==> src/rtl/ramp_pkg.sv <==
package ramp_pkg;
  localparam int unsigned CTL_W  = 8;
  localparam int unsigned EN_BIT = 2;

  typedef struct packed {
    logic seeded;
    logic err;
  } lane_flags_t;
endpackage

==> src/rtl/ramp_gen.sv <==
module ramp_gen #(
  parameter int unsigned NUM_CONV = 2,
  parameter int unsigned SAMP_W   = 16,
  parameter int unsigned SPW      = 2,
  localparam int unsigned W       = SPW * SAMP_W
) (
  input  logic                  clk_i,
  input  logic                  rst_ni,
  input  logic                  en_i,
  output logic [NUM_CONV*W-1:0] data_o,
  output logic                  valid_o
);
  logic [SAMP_W-1:0] cnt_q;
  logic [W-1:0]      word_d, word_q;

  always_comb begin
    for (int j = 0; j < SPW; j++) word_d[j*SAMP_W +: SAMP_W] = cnt_q + SAMP_W'(j);
  end

  always_ff @(posedge clk_i or negedge rst_ni) begin
    if (!rst_ni) begin
      cnt_q   <= '0;
      word_q  <= '0;
      valid_o <= 1'b0;
    end else begin
      valid_o <= en_i;
      if (en_i) begin
        word_q <= word_d;
        cnt_q  <= cnt_q + SAMP_W'(SPW);  // count held while stopped
      end
    end
  end

  for (genvar c = 0; c < NUM_CONV; c++) begin : g_rep
    assign data_o[c*W +: W] = word_q;
  end
endmodule

==> src/rtl/ramp_lane_chk.sv <==
module ramp_lane_chk #(
  parameter int unsigned SAMP_W = 16,
  parameter int unsigned SPW    = 2,
  localparam int unsigned W     = SPW * SAMP_W
) (
  input  logic         clk_i,
  input  logic         rst_ni,
  input  logic [W-1:0] word_i,
  input  logic         valid_i,
  input  logic         clr_i,
  output logic         err_o
);
  import ramp_pkg::*;

  lane_flags_t       st_q;
  logic [SAMP_W-1:0] exp_q;
  logic [SAMP_W-1:0] base;
  logic              bad;

  // unseeded: sample 0 is the seed, rest must step from it
  always_comb begin
    base = st_q.seeded ? exp_q : word_i[SAMP_W-1:0];
    bad  = 1'b0;
    for (int j = 0; j < SPW; j++)
      if (word_i[j*SAMP_W +: SAMP_W] != base + SAMP_W'(j)) bad = 1'b1;
  end

  always_ff @(posedge clk_i or negedge rst_ni) begin
    if (!rst_ni) begin
      st_q  <= '0;
      exp_q <= '0;
    end else if (clr_i) begin
      st_q  <= '0;
    end else if (valid_i) begin
      st_q.seeded <= 1'b1;
      exp_q       <= word_i[(SPW-1)*SAMP_W +: SAMP_W] + SAMP_W'(1);
      if (bad) st_q.err <= 1'b1;
    end
  end

  assign err_o = st_q.err;
endmodule

==> src/rtl/ramp_xconv_chk.sv <==
module ramp_xconv_chk #(
  parameter int unsigned NUM_CONV = 2,
  parameter int unsigned W        = 32
) (
  input  logic                  clk_i,
  input  logic                  rst_ni,
  input  logic [NUM_CONV*W-1:0] data_i,
  input  logic                  valid_i,
  input  logic                  clr_i,
  output logic                  err_o
);
  logic diff;

  always_comb begin
    diff = 1'b0;
    for (int c = 1; c < NUM_CONV; c++)
      if (data_i[c*W +: W] != data_i[W-1:0]) diff = 1'b1;
  end

  always_ff @(posedge clk_i or negedge rst_ni) begin
    if (!rst_ni)                 err_o <= 1'b0;
    else if (clr_i)              err_o <= 1'b0;
    else if (valid_i && diff)    err_o <= 1'b1;
  end
endmodule

==> src/rtl/ramp_test_unit.sv <==
module ramp_test_unit #(
  parameter int unsigned NUM_CONV = 2,
  parameter int unsigned SAMP_W   = 16,
  parameter int unsigned SPW      = 2,
  parameter int unsigned CTL_W    = ramp_pkg::CTL_W,
  localparam int unsigned W       = SPW * SAMP_W
) (
  input  logic                  clk_i,
  input  logic                  rst_ni,
  input  logic [CTL_W-1:0]      tst_ctl_i,
  output logic [NUM_CONV*W-1:0] gen_data_o,
  output logic                  gen_valid_o,
  input  logic [NUM_CONV*W-1:0] rx_data_i,
  input  logic                  rx_valid_i,
  input  logic                  err_clr_i,
  output logic [NUM_CONV-1:0]   conv_err_o,
  output logic                  mismatch_err_o,
  output logic                  any_err_o
);
  logic ctl_unused;
  assign ctl_unused = ^(tst_ctl_i & ~(CTL_W'(1) << ramp_pkg::EN_BIT));

  ramp_gen #(.NUM_CONV(NUM_CONV), .SAMP_W(SAMP_W), .SPW(SPW)) u_gen (
    .clk_i  (clk_i),
    .rst_ni (rst_ni),
    .en_i   (tst_ctl_i[ramp_pkg::EN_BIT]),
    .data_o (gen_data_o),
    .valid_o(gen_valid_o)
  );

  for (genvar c = 0; c < NUM_CONV; c++) begin : g_lane
    ramp_lane_chk #(.SAMP_W(SAMP_W), .SPW(SPW)) u_lane (
      .clk_i  (clk_i),
      .rst_ni (rst_ni),
      .word_i (rx_data_i[c*W +: W]),
      .valid_i(rx_valid_i),
      .clr_i  (err_clr_i),
      .err_o  (conv_err_o[c])
    );
  end

  ramp_xconv_chk #(.NUM_CONV(NUM_CONV), .W(W)) u_xconv (
    .clk_i  (clk_i),
    .rst_ni (rst_ni),
    .data_i (rx_data_i),
    .valid_i(rx_valid_i),
    .clr_i  (err_clr_i),
    .err_o  (mismatch_err_o)
  );

  assign any_err_o = (|conv_err_o) | mismatch_err_o;
endmodule

==> config.mk <==
export PLATFORM = sky130hd
export DESIGN_NAME = ramp_test_unit
export DESIGN_NICKNAME = d
export VERILOG_FILES = /design/src/rtl/ramp_pkg.sv /design/src/rtl/ramp_gen.sv /design/src/rtl/ramp_lane_chk.sv /design/src/rtl/ramp_xconv_chk.sv /design/src/rtl/ramp_test_unit.sv
export SDC_FILE = /design/constraint.sdc
export NUM_CORES = 1
export LEC_CHECK = 0
export CAP_MARGIN = 20
export CORE_MARGIN = 2
export CORE_UTILIZATION = 40
export CTS_BUF_LIST = sky130_fd_sc_hd__clkbuf_4 sky130_fd_sc_hd__clkbuf_8 sky130_fd_sc_hd__clkbuf_16
export DETAILED_ROUTE_END_ITERATION = 6
export PLACE_DENSITY_LB_ADDON = 0.2
export SYNTH_ARGS = -nofsm -noshare
export SYNTH_HDL_FRONTEND = slang
export SYNTH_SLANG_ARGS = --single-unit
==> constraint.sdc <==
create_clock -name clk_i -period 2.8 [get_ports clk_i]
set_input_delay 0.56 -clock clk_i [delete_from_list [all_inputs] [get_ports clk_i]]
set_output_delay 0.56 -clock clk_i [all_outputs]
set_load 0.02 [all_outputs]
==> run summary, run 1 <==
IO Pins -> 145
Most common cell after layout, fill and taps aside -> clkdlybuf4s50_1
Most frequent cells in the layout -> 132 x clkdlybuf4s50_1, 85 x xnor2_1, 71 x nand2_1
Routed Antenna Nets -> 0
Critical path class -> reg2reg
DR iter-0 viols -> 353
Post-DP HPWL -> 13.7 mm
#FFs+latches synth -> 68
Seq pwr share -> 0.328
Worst setup EP type -> flip-flop
RSZ-0062 raised after global routing -> yes
Total vias in the final route -> 5101
Inserted Clock Buffers -> 9
Placer Congestion -> 0.904
Vias per cell -> 5.26
Critical path startpoint -> g_lane[0].u_lane.st_q[1]
PwrDens -> 536 mW/mm^2
Hold WS -> 230 ps
Initial antenna violation count -> 0
# diodes -> 0
Largest net degree at the start of global routing -> 69
Cells after DPL -> 952
Worst endpoint required time -> 3010 ps
Max-slew violation count -> 0
GRT overflow -> 0
Non-Filler Instances -> 969
Status -> completed
Final setup viols -> 0
CTS Buffer Depth -> 2
Post-synth EDFFs -> 0
Area growth syn-to-layout -> 33.1%
Final Hold Violating Endpoints -> 0
DRC -> 0
Syn_area_per_cell -> 9.03 sq um
Synth Flop Type -> dfrtp_1
Mapped cell area -> 0.00584 sq mm
Hold Path Class -> in2async
First-pass GRT wire length -> 27.9 mm
Clk slew on worst S/H paths -> 60 ps
Clock power share -> 0.279
Critical Path AT -> 2890 ps
CTS root buffer -> clkbuf_16
Port bufs -> 135
Layout cell share with drive strength beyond 1 -> 0.169
Clk sinks -> 68
FMAX -> 373 MHz
Synth warn -> 0
CTS tree -> yes
Seq/Total Area, Yosys -> 0.292
Via count of the first global-routing pass -> 5160
Setup Skew -> 5.64 ps
Psw -> 1500 uW
Die Height -> 125 um
Switching Fraction -> 0.360
Relative slew slack -> 0.591
Synth unique cells -> 65
Final Critical Period -> 2680 ps
Mapped Cells -> 646
Period Utilization, post-route -> 0.958
Die width -> 125 um
H-tree depth -> 3
Maximum vdd ir drop -> 283 uV
Skew-Pair Late Insertion Delay -> 350 ps
Final WS setup -> 116 ps
Initial Util -> 0.406
Die area -> 0.0156 sq mm
Rows -> 44
Hold_buf cts -> 0
Static Leakage -> 0.00315 uW
DR pass1 iterations -> 5
Core area -> 0.0144 sq mm
Nets -> 861
Worst Tran Pin Value -> 599 ps
Total power -> 4160 uW
Internal power -> 2670 uW
Place WS -> -332 ps
Filler Cell Count -> 1302
Worst r2r src -> g_lane[0].u_lane.st_q[1]
CP max FO -> 7
Max_cap viols -> 0
Wire per inst -> 17.7 um
GRT Util Overall -> 0.227
Routed wire length -> 17.1 mm
Post-synth ARST share -> 1.00
Logic pwr share -> 0.393
Worst setup SP type -> flip-flop
-- repair_timing --
item / 4_1_cts / 5_1_grt
buffers inserted: 0 / 1
setup endpoints to repair: 0 / 2
endpoints found under the hold margin: 0 / 0
gates resized for setup: 0 / 9
-- synthesized netlist by cell type (all sizes together) (3+ instances only) --
cell type	instances	area, sq um
xnor2	86	753
and2	4	25.0
dfrtp	68	1700
nor4	7	50.1
a2111oi	4	60.1
nand2	71	267
xor2	56	490
o41ai	3	26.3
buf	60	469
inv	12	45.0
and3	10	62.6
mux2	25	285
nand3	36	185
nand4	24	171
a21oi	9	45.0
o22ai	5	31.3
nand2b	6	37.5
nor2b	8	50.1
nand4b	3	56.3
ha	5	62.6
nand3b	4	42.5
o21ai	40	200
and4	4	35.0
nor3	6	30.0
nor2	20	75.1
a221oi	4	76.3
clkbuf	20	76.3
mux2i	24	240
-- flip-flops by register name, indices dropped and copies added (netlist names) --
signal / cells
u_gen.valid_o: 1
u_xconv.err_o: 1
g_lane.u_lane.err_o: 2
g_lane.u_lane.st_q: 1
u_gen.cnt_q: 15
u_gen.word_q: 16
g_lane.u_lane.exp_q: 32
-- worst paths after layout --
kind,cells past startpoint,to,slack [ps]
max,9,g_lane[1].u_lane.err_o,120
min,2,u_gen.word_q[21],230
max reg2reg,9,g_lane[1].u_lane.err_o,120
min reg2reg,1,u_gen.cnt_q[15],470
max in group asynchronous,2,g_lane[0].u_lane.st_q[1],2240
min in group clk_i,1,u_gen.cnt_q[15],470
-- metrics by stage --
step                 util  area, sq um  setup TNS [ps]
floorplan               -         5860            -117
global placement    0.515         7410            -393
detailed placement  0.515         7410            -459
CTS                 0.536         7710               0
global route        0.540         7760           -71.2
finish              0.540         7760               0
-- cell type report --
cell class | instances | area (sq um) | share of cell area
multi-input cells | 487 | 3610 | 0.464
repair buffers | 202 | 1880 | 0.242
flip-flops and latches | 68 | 1700 | 0.219
well taps | 184 | 230 | 0.0296
clock buffers | 9 | 225 | 0.0290
clock inverters | 7 | 76.3 | 0.00983
inverters | 12 | 45.0 | 0.00580
-- power groups by stage --
stage	Clock [uW]	Combinational (uW)	Sequential, uW
floorplan	0	1020	1380
global placement	0	1600	1370
detailed placement	0	1620	1380
CTS	1190	1630	1370
global route	1240	1760	1400
finish	1160	1640	1360
-- metal layers --
| layer | wire length [um] | GRT usage | vias up | share of wire |
|---|---|---|---|---|
| li1 | - | - | 2449 | - |
| met1 | 7990 | 0.312 | 2439 | 0.47 |
| met2 | 7900 | 0.361 | 190 | 0.46 |
| met3 | 917 | 0.0421 | 23 | 0.054 |
| met4 | 328 | 0.0707 | 0 | 0.019 |
| met5 | 0 | 0 | - | 0 |
-- worst max-delay path, stage by stage (launching register included) --
cell and delay (ps):
dfrtp_2 470, mux2_4 340, ha_4 270, xnor2_2 90
o21ai_1 80, nor4b_2 220, o211ai_1 120, or4_4 550
a2111oi_4 270, a31oi_1 120
-- cells by family (layout without fill, tap and decap cells) --
kind of cell / Yosys count / in the layout / synth area share
other: 1 / 2 / 0.000643
xor gates and xnor gates: 142 / 142 / 0.213
DFF: 68 / 68 / 0.292
muxes: 49 / 49 / 0.0901
adders and majority gates: 5 / 5 / 0.0107
buffers and inverters: 92 / 230 / 0.101
AOI/OAI and AO/OA: 81 / 81 / 0.0993
and+or+nand+nor: 208 / 208 / 0.193
(Power assumes the default switching activity.)
==> run 2: changes to the inputs <==
--- a/config.mk
+++ b/config.mk
@@ -11,6 +11,8 @@
 export CTS_BUF_LIST = sky130_fd_sc_hd__clkbuf_4 sky130_fd_sc_hd__clkbuf_8 sky130_fd_sc_hd__clkbuf_16
 export DETAILED_ROUTE_END_ITERATION = 6
 export PLACE_DENSITY_LB_ADDON = 0.2
+export REMOVE_ABC_BUFFERS = 1
+export SLEW_MARGIN = 20
 export SYNTH_ARGS = -nofsm -noshare
 export SYNTH_HDL_FRONTEND = slang
 export SYNTH_SLANG_ARGS = --single-unit
==> run summary, run 2 (synthesis gave the netlist of run 1 again) <==
TNS Setup -> 0 ps (unchanged)
Initial antenna violation count -> 0 (unchanged)
Worst Tran Pin Value -> 628 ps (+29.1 ps)
Critical Path AT -> 2900 ps (about the same)
IO Pins -> 145 (unchanged)
Fin area -> 0.00778 sq mm (+0.16%)
Static Leakage -> 0.00317 uW (+0.44%)
Die width -> 125 um (unchanged)
DRC -> 0 (unchanged)
Placer Congestion -> 0.901 (-0.33%)
Status -> completed
CP max FO -> 19 (+12)
DR iter-0 viols -> 285 (-19%)
Clk sinks -> 68 (unchanged)
Maximum vdd ir drop -> 684 uV (+140%)
Via count of the first global-routing pass -> 5182 (+0.43%)
Place WS -> -483 ps (-150 ps)
Critical path class -> reg2reg
Routed Antenna Nets -> 0 (unchanged)
Initial Util -> 0.406 (unchanged)
Rows -> 44 (unchanged)
Layout cell share with drive strength beyond 1 -> 0.170 (+0.000624)
Core area -> 0.0144 sq mm (unchanged)
# diodes -> 0 (unchanged)
CTS tree -> yes
Dpl cell area -> 0.00742 sq mm (+0.25%)
CTS Buffer Depth -> 2 (unchanged)
GRT Util Overall -> 0.232 (+0.00520)
Largest regs -> g_lane.u_lane.exp_q (32), u_gen.word_q (16), u_gen.cnt_q (15)
FMAX -> 370 MHz (-0.61%)
Nets -> 864 (+0.35%)
Die Height -> 125 um (unchanged)
Period Utilization, post-route -> 0.964 (+0.00588)
Most common cell after layout, fill and taps aside -> clkdlybuf4s50_1
Port bufs -> 135 (unchanged)
CTS root buffer -> clkbuf_16
H-tree depth -> 3 (unchanged)
Routed wire length -> 18.0 mm (+4.9%)
Post-DP HPWL -> 14.1 mm (+2.4%)
Post-CTS setup buffer count -> 0 (unchanged)
Relative slew slack -> 0.582 (-0.00907)
Biggest register -> g_lane.u_lane.exp_q
Vias per cell -> 5.28 (+0.26%)
Total vias in the final route -> 5130 (+0.57%)
Final WS setup -> 99.8 ps (-16.5 ps)
Worst setup EP type -> flip-flop
Final Core Density -> 0.541 (+0.000871)
Die area -> 0.0156 sq mm (unchanged)
Worst endpoint required time -> 3000 ps (about the same)
Worst setup SP type -> flip-flop
Non-Filler Instances -> 972 (+0.31%)
Hold Path Class -> in2async
Cells after DPL -> 956 (+0.42%)
Skew-Pair Late Insertion Delay -> 340 ps (about the same)
Inserted Clock Buffers -> 9 (unchanged)
Final Hold Violating Endpoints -> 0 (unchanged)
Wire per inst -> 18.5 um (+4.6%)
Max_cap viols -> 0 (unchanged)
Number of flip-flops in the largest register -> 32 (unchanged)
GRT overflow -> 0 (unchanged)
Largest net degree at the start of global routing -> 69 (unchanged)
PwrDens -> 551 mW/mm^2 (+2.9%)
Final setup viols -> 0 (unchanged)
Area growth syn-to-layout -> 33.3%
Final Critical Period -> 2700 ps (+16.5 ps)
Max-slew violation count -> 0 (unchanged)
First-pass GRT wire length -> 28.3 mm (+1.6%)
Hold_buf cts -> 0 (unchanged)
Clk slew on worst S/H paths -> 60 ps (about the same)
Setup Skew -> 4.29 ps (-1.36 ps)
DR pass1 iterations -> 5 (unchanged)
Most frequent cells in the layout -> 132 x clkdlybuf4s50_1, 86 x xnor2_1, 71 x nand2_1
run 2: path summary, 6_finish.rpt:
check                                         start                         to  slack (ps)  cells past startpoint
max reg2reg                g_lane[0].u_lane.st_q[1]     g_lane[1].u_lane.err_o         100                      9
min reg2reg                         u_gen.cnt_q[15]            u_gen.cnt_q[15]         480                      1
min                                          rst_ni  g_lane[0].u_lane.exp_q[0]         240                      2
min in group clk_i                  u_gen.cnt_q[15]            u_gen.cnt_q[15]         480                      1
max in group asynchronous                    rst_ni   g_lane[0].u_lane.st_q[1]        2220                      2
max                        g_lane[0].u_lane.st_q[1]     g_lane[1].u_lane.err_o         100                      9
run 2: worst max-delay path, cell delays in order, from the launching register on:
cell       delay [ps]
dfrtp_2           450
buf_4             200
buf_4             210
nand2b_1          210
a221oi_2          380
buf_4             200
nand3_1           120
xnor2_1           160
a2111oi_0         490
a31oi_1           140
run 2: area by class of cell:
class	instances	area, sq um
repair buffers	205	1900
clock buffers	12	254
well taps	184	230
fillers	1282	6590
clock inverters	4	72.6
inverters	12	45.0
flip-flops and latches	68	1700
multi-input cells	487	3570
run 2: through the flow:
step,total power [uW],hold slack (ps)
after CTS,4320,259
after detailed placement,3010,467
after global placement,2990,462
after floorplan,2160,264
final,4290,236
after global routing,4490,272
run 2: power breakdown:
part | leakage [uW] | internal (uW) | switching, uW
combinational | 0.00215 | 829 | 822
clock | 0.000160 | 823 | 452
sequential | 0.000857 | 1150 | 215
total | 0.00317 | 2800 | 1490
run 2: timing repair:
item,in CTS,in global routing
setup endpoints to repair,1,2
cloned,0,0
pin swaps,5,8
resized for setup,5,3
run 2: per-layer routing:
metal,wire [um],global-route usage,up-vias
met1,7890,0.309,2428
met5,0,0,-
li1,-,-,2450
met4,414,0.0813,0
met3,1460,0.0507,26
met2,8210,0.371,226
==> run 3: changes to the inputs <==
--- a/config.mk
+++ b/config.mk
@@ -5,11 +5,13 @@
 export SDC_FILE = /design/constraint.sdc
 export NUM_CORES = 1
 export LEC_CHECK = 0
+export ABC_AREA = 1
 export CAP_MARGIN = 20
 export CORE_MARGIN = 2
 export CORE_UTILIZATION = 40
 export CTS_BUF_LIST = sky130_fd_sc_hd__clkbuf_4 sky130_fd_sc_hd__clkbuf_8 sky130_fd_sc_hd__clkbuf_16
 export DETAILED_ROUTE_END_ITERATION = 6
+export DONT_BUFFER_PORTS = 1
 export PLACE_DENSITY_LB_ADDON = 0.2
 export REMOVE_ABC_BUFFERS = 1
 export SLEW_MARGIN = 20
==> run summary, run 3 <==
Status -> completed
Inserted Clock Buffers -> 9 (unchanged)
Largest net degree at the start of global routing -> 69 (unchanged)
Final Critical Period -> 2530 ps (-173 ps)
Max-slew violation count -> 0 (unchanged)
Via count of the first global-routing pass -> 5663 (+9.3%)
Skew-Pair Late Insertion Delay -> 340 ps (about the same)
Initial Util -> 0.406 (-0.000492)
Most frequent cells after synthesis -> 350 x nand2_1, 132 x inv_1, 99 x nand3_1
IO Pins -> 145 (unchanged)
GRT overflow -> 0 (unchanged)
Seq/Total Area, Yosys -> 0.267 (-0.0246)
Synth unique cells -> 36 (-45%)
Crit-path max cell delay -> 600 ps (+110 ps)
R2R Setup Slk -> 270 ps (+170 ps)
Port bufs -> 0 (-100%)
DR iter-0 viols -> 460 (+61%)
Setup Skew -> 5.38 ps (+1.10 ps)
Multi-input gate area -> 0.00360 sq mm (+0.74%)
Switching Fraction -> 0.407 (+0.0594)
CTS tree -> yes
Core area -> 0.0157 sq mm (+9.4%)
Syn_area_per_cell -> 6.25 sq um (-31%)
Post-DP HPWL -> 15.6 mm (+11%)
Critical path startpoint -> g_lane[0].u_lane.st_q[1]
Area growth syn-to-layout -> 1.75%
Routed Antenna Nets -> 0 (unchanged)
GRT Util Overall -> 0.237 (+0.00500)
Clk slew on worst S/H paths -> 60 ps (about the same)
Worst R2R Path Depth -> 18 (+9)
Critical Path AT -> 2760 ps (-140 ps)
Internal power -> 2080 uW (-26%)
Final WS setup -> 273 ps (+173 ps)
Filler Cell Count -> 1734 (+35%)
Clk sinks -> 68 (unchanged)
Worst r2r src -> g_lane[0].u_lane.st_q[1]
Die area -> 0.0170 sq mm (+8.9%)
Nets -> 1046 (+21%)
Number of flip-flops in the largest register -> 32 (unchanged)
Clock power share -> 0.320 (+0.023)
Most frequent cells in the layout -> 350 x nand2_1, 132 x inv_1, 99 x nand3_1
Static Leakage -> 0.00335 uW (+5.9%)
H-tree depth -> 3 (unchanged)
Top cell family by delay on the critical path -> simple AND/OR/NAND/NOR gates
FMAX -> 396 MHz (+6.8%)
Relative slew slack -> 0.442 (-0.140)
Final Core Density -> 0.413 (-0.129)
Final setup viols -> 0 (unchanged)
Post-synth EDFFs -> 0 (unchanged)
Largest cells by area after synthesis -> dfrtp_1 27%, nand2_1 21%, inv_1 7.8%, nand3_1 7.8%, xor2_1 7.6%
DRC -> 0 (unchanged)
Hold Path Class -> in2async
Logic pwr share -> 0.241 (-0.144)
Largest regs -> g_lane.u_lane.exp_q (32), u_gen.word_q (16), u_gen.cnt_q (15)
Period Utilization, post-route -> 0.903 (-0.0618)
Total power -> 3510 uW (-18%)
Psw -> 1430 uW (-4.2%)
Worst setup SP type -> flip-flop
CTS Buffer Depth -> 2 (unchanged)
Dpl cell area -> 0.00616 sq mm (-17%)
Most common cell after layout, fill and taps aside -> nand2_1
Synth Flop Type -> dfrtp_1
Post-synth ARST share -> 1.00 (unchanged)
Vias per cell -> 4.98 (-5.6%)
WP buf/inv -> 2 (-1)
Most frequent cell after synthesis -> nand2_1
Synth top area share -> 0.267 (-0.0246)
Seq pwr share -> 0.440 (+0.122)
Place WS -> 221 ps (+704 ps)
Worst endpoint required time -> 3040 ps (+40 ps)
PwrDens -> 541 mW/mm^2 (-1.9%)
Worst setup EP type -> flip-flop
Initial antenna violation count -> 0 (unchanged)
Mapped Cells -> 1019 (+58%)
First-pass GRT wire length -> 29.9 mm (+5.7%)
Max_cap viols -> 0 (unchanged)
Reg area -> 0.00171 sq mm (+0.15%)
Layout cell share with drive strength beyond 1 -> 0.0619 (-0.108)
Die width -> 130 um (+4.4%)
Synth warn -> 0 (unchanged)
Mapped cell area -> 0.00637 sq mm (+9.2%)
Worst Tran Pin Value -> 836 ps (+209 ps)
DR pass1 iterations -> 5 (unchanged)
Rows -> 46 (+4.5%)
Fin area -> 0.00648 sq mm (-17%)
CP max FO -> 17 (-2)
Reg2reg end -> g_lane[0].u_lane.err_o
Critical path, cell by cell -> inv_2 -> nand2_1 -> nand2_1 -> ha_1 -> inv_1 -> nand2_1 -> nand2_1 -> nand2_1 -> nor2_1 -> nand2_1 -> nor2_1 -> nand2_1 -> nor2_1 -> nand3_1 -> nor2_1 -> nand4_1 -> nand2_1 -> nand2_1
RSZ-0062 raised after global routing -> no
CTS root buffer -> clkbuf_16
Die Height -> 130 um (+4.4%)
CTS resizes -> 0 (-5)
Synth area leader -> dfrtp_1
Final Hold Violating Endpoints -> 0 (unchanged)
Routed wire length -> 19.8 mm (+10%)
Wire per inst -> 16.7 um (-9.7%)
Critical path class -> reg2reg
Maximum vdd ir drop -> 482 uV (-30%)
# diodes -> 0 (unchanged)
Placer Congestion -> 0.885 (-1.9%)
#FFs+latches synth -> 68 (unchanged)
Crit-path most repeated cell -> nand2_1
Biggest register -> g_lane.u_lane.exp_q
Total vias in the final route -> 5909 (+15%)
Slowest stage cell, crit path -> dfrtp_4
==> run 3: cell types whose count changed in the layout (fill, tap and decap cells not counted), moves of 51 or more <==
cell / previous run / this run
buf_4: 67 / 8
clkdlybuf4s50_1: 132 / 0
inv_1: 12 / 132
nand2_1: 71 / 350
nand3_1: 35 / 99
nor2_1: 20 / 71
xnor2_1: 86 / 3
==> run 3: cell families (layout without fill, tap and decap cells) <==
logic type,count (synthesis),after routing,share of synthesized area
DFF,68,68,0.267
xor gates and xnor gates,58,58,0.0797
other,1,2,0.000588
adders and majority gates,5,5,0.00982
buffers and inverters,211,161,0.170
and+or+nand+nor,592,592,0.398
AOI/OAI and AO/OA,84,84,0.0754
==> run 3: per-layer routing <==
layer  wire (um)  GRT usage  vias up
li1            -          -     3043
met1        8390      0.294     2622
met2        8970      0.383      208
met3        2040     0.0906       36
met4         428     0.0696        0
met5           0          0        -
==> run 3: area by class of cell <==
type / count / share of cell area
multi-input combinational: 741 / 0.555
clock buffer: 10 / 0.0369
tap: 216 / 0.0417
clock inverter: 6 / 0.00733
timing repair buffer: 11 / 0.0189
sequential: 68 / 0.263
inverter: 134 / 0.0776
==> run 3: power groups by stage <==
stage	Combinational, uW	Clock [uW]	Sequential, uW
2_1_floorplan	622	0	1540
3_3_place_gp	796	0	1560
3_5_place_dp	810	0	1560
4_1_cts	837	1150	1550
5_1_grt	973	1190	1570
6_report	844	1120	1540
==> run 3: per-stage QoR <==
| step | std cells | setup TNS [ps] | hold slack, ps |
|---|---|---|---|
| global route | 1186 | 0 | 108 |
| CTS | 1185 | 0 | 106 |
| detailed placement | 1168 | 0 | 266 |
| global placement | 1168 | 0 | 266 |
| finish | 1186 | 0 | 92.4 |
| floorplan | 943 | -2890 | 264 |
==> run 3: repair_timing <==
| action | in CTS | in global routing |
|---|---|---|
| setup buffers | 0 | 1 |
| hold buffers | 1 | 0 |
| hold endpoints to repair | 68 | 0 |
| setup endpoints to repair | 0 | 2 |
==> run 3: worst max path at each step <==
| stage | slack [ps] | endpoint | depth (start not counted) |
|---|---|---|---|
| after global placement | 210 | g_lane[0].u_lane.err_o | 18 |
| final | 270 | g_lane[0].u_lane.err_o | 18 |
| after floorplan | -1470 | g_lane[0].u_lane.err_o | 18 |
| after detailed placement | 220 | g_lane[0].u_lane.err_o | 18 |
| after CTS | 200 | g_lane[0].u_lane.err_o | 18 |
| after global routing | 20 | g_lane[0].u_lane.err_o | 15 |
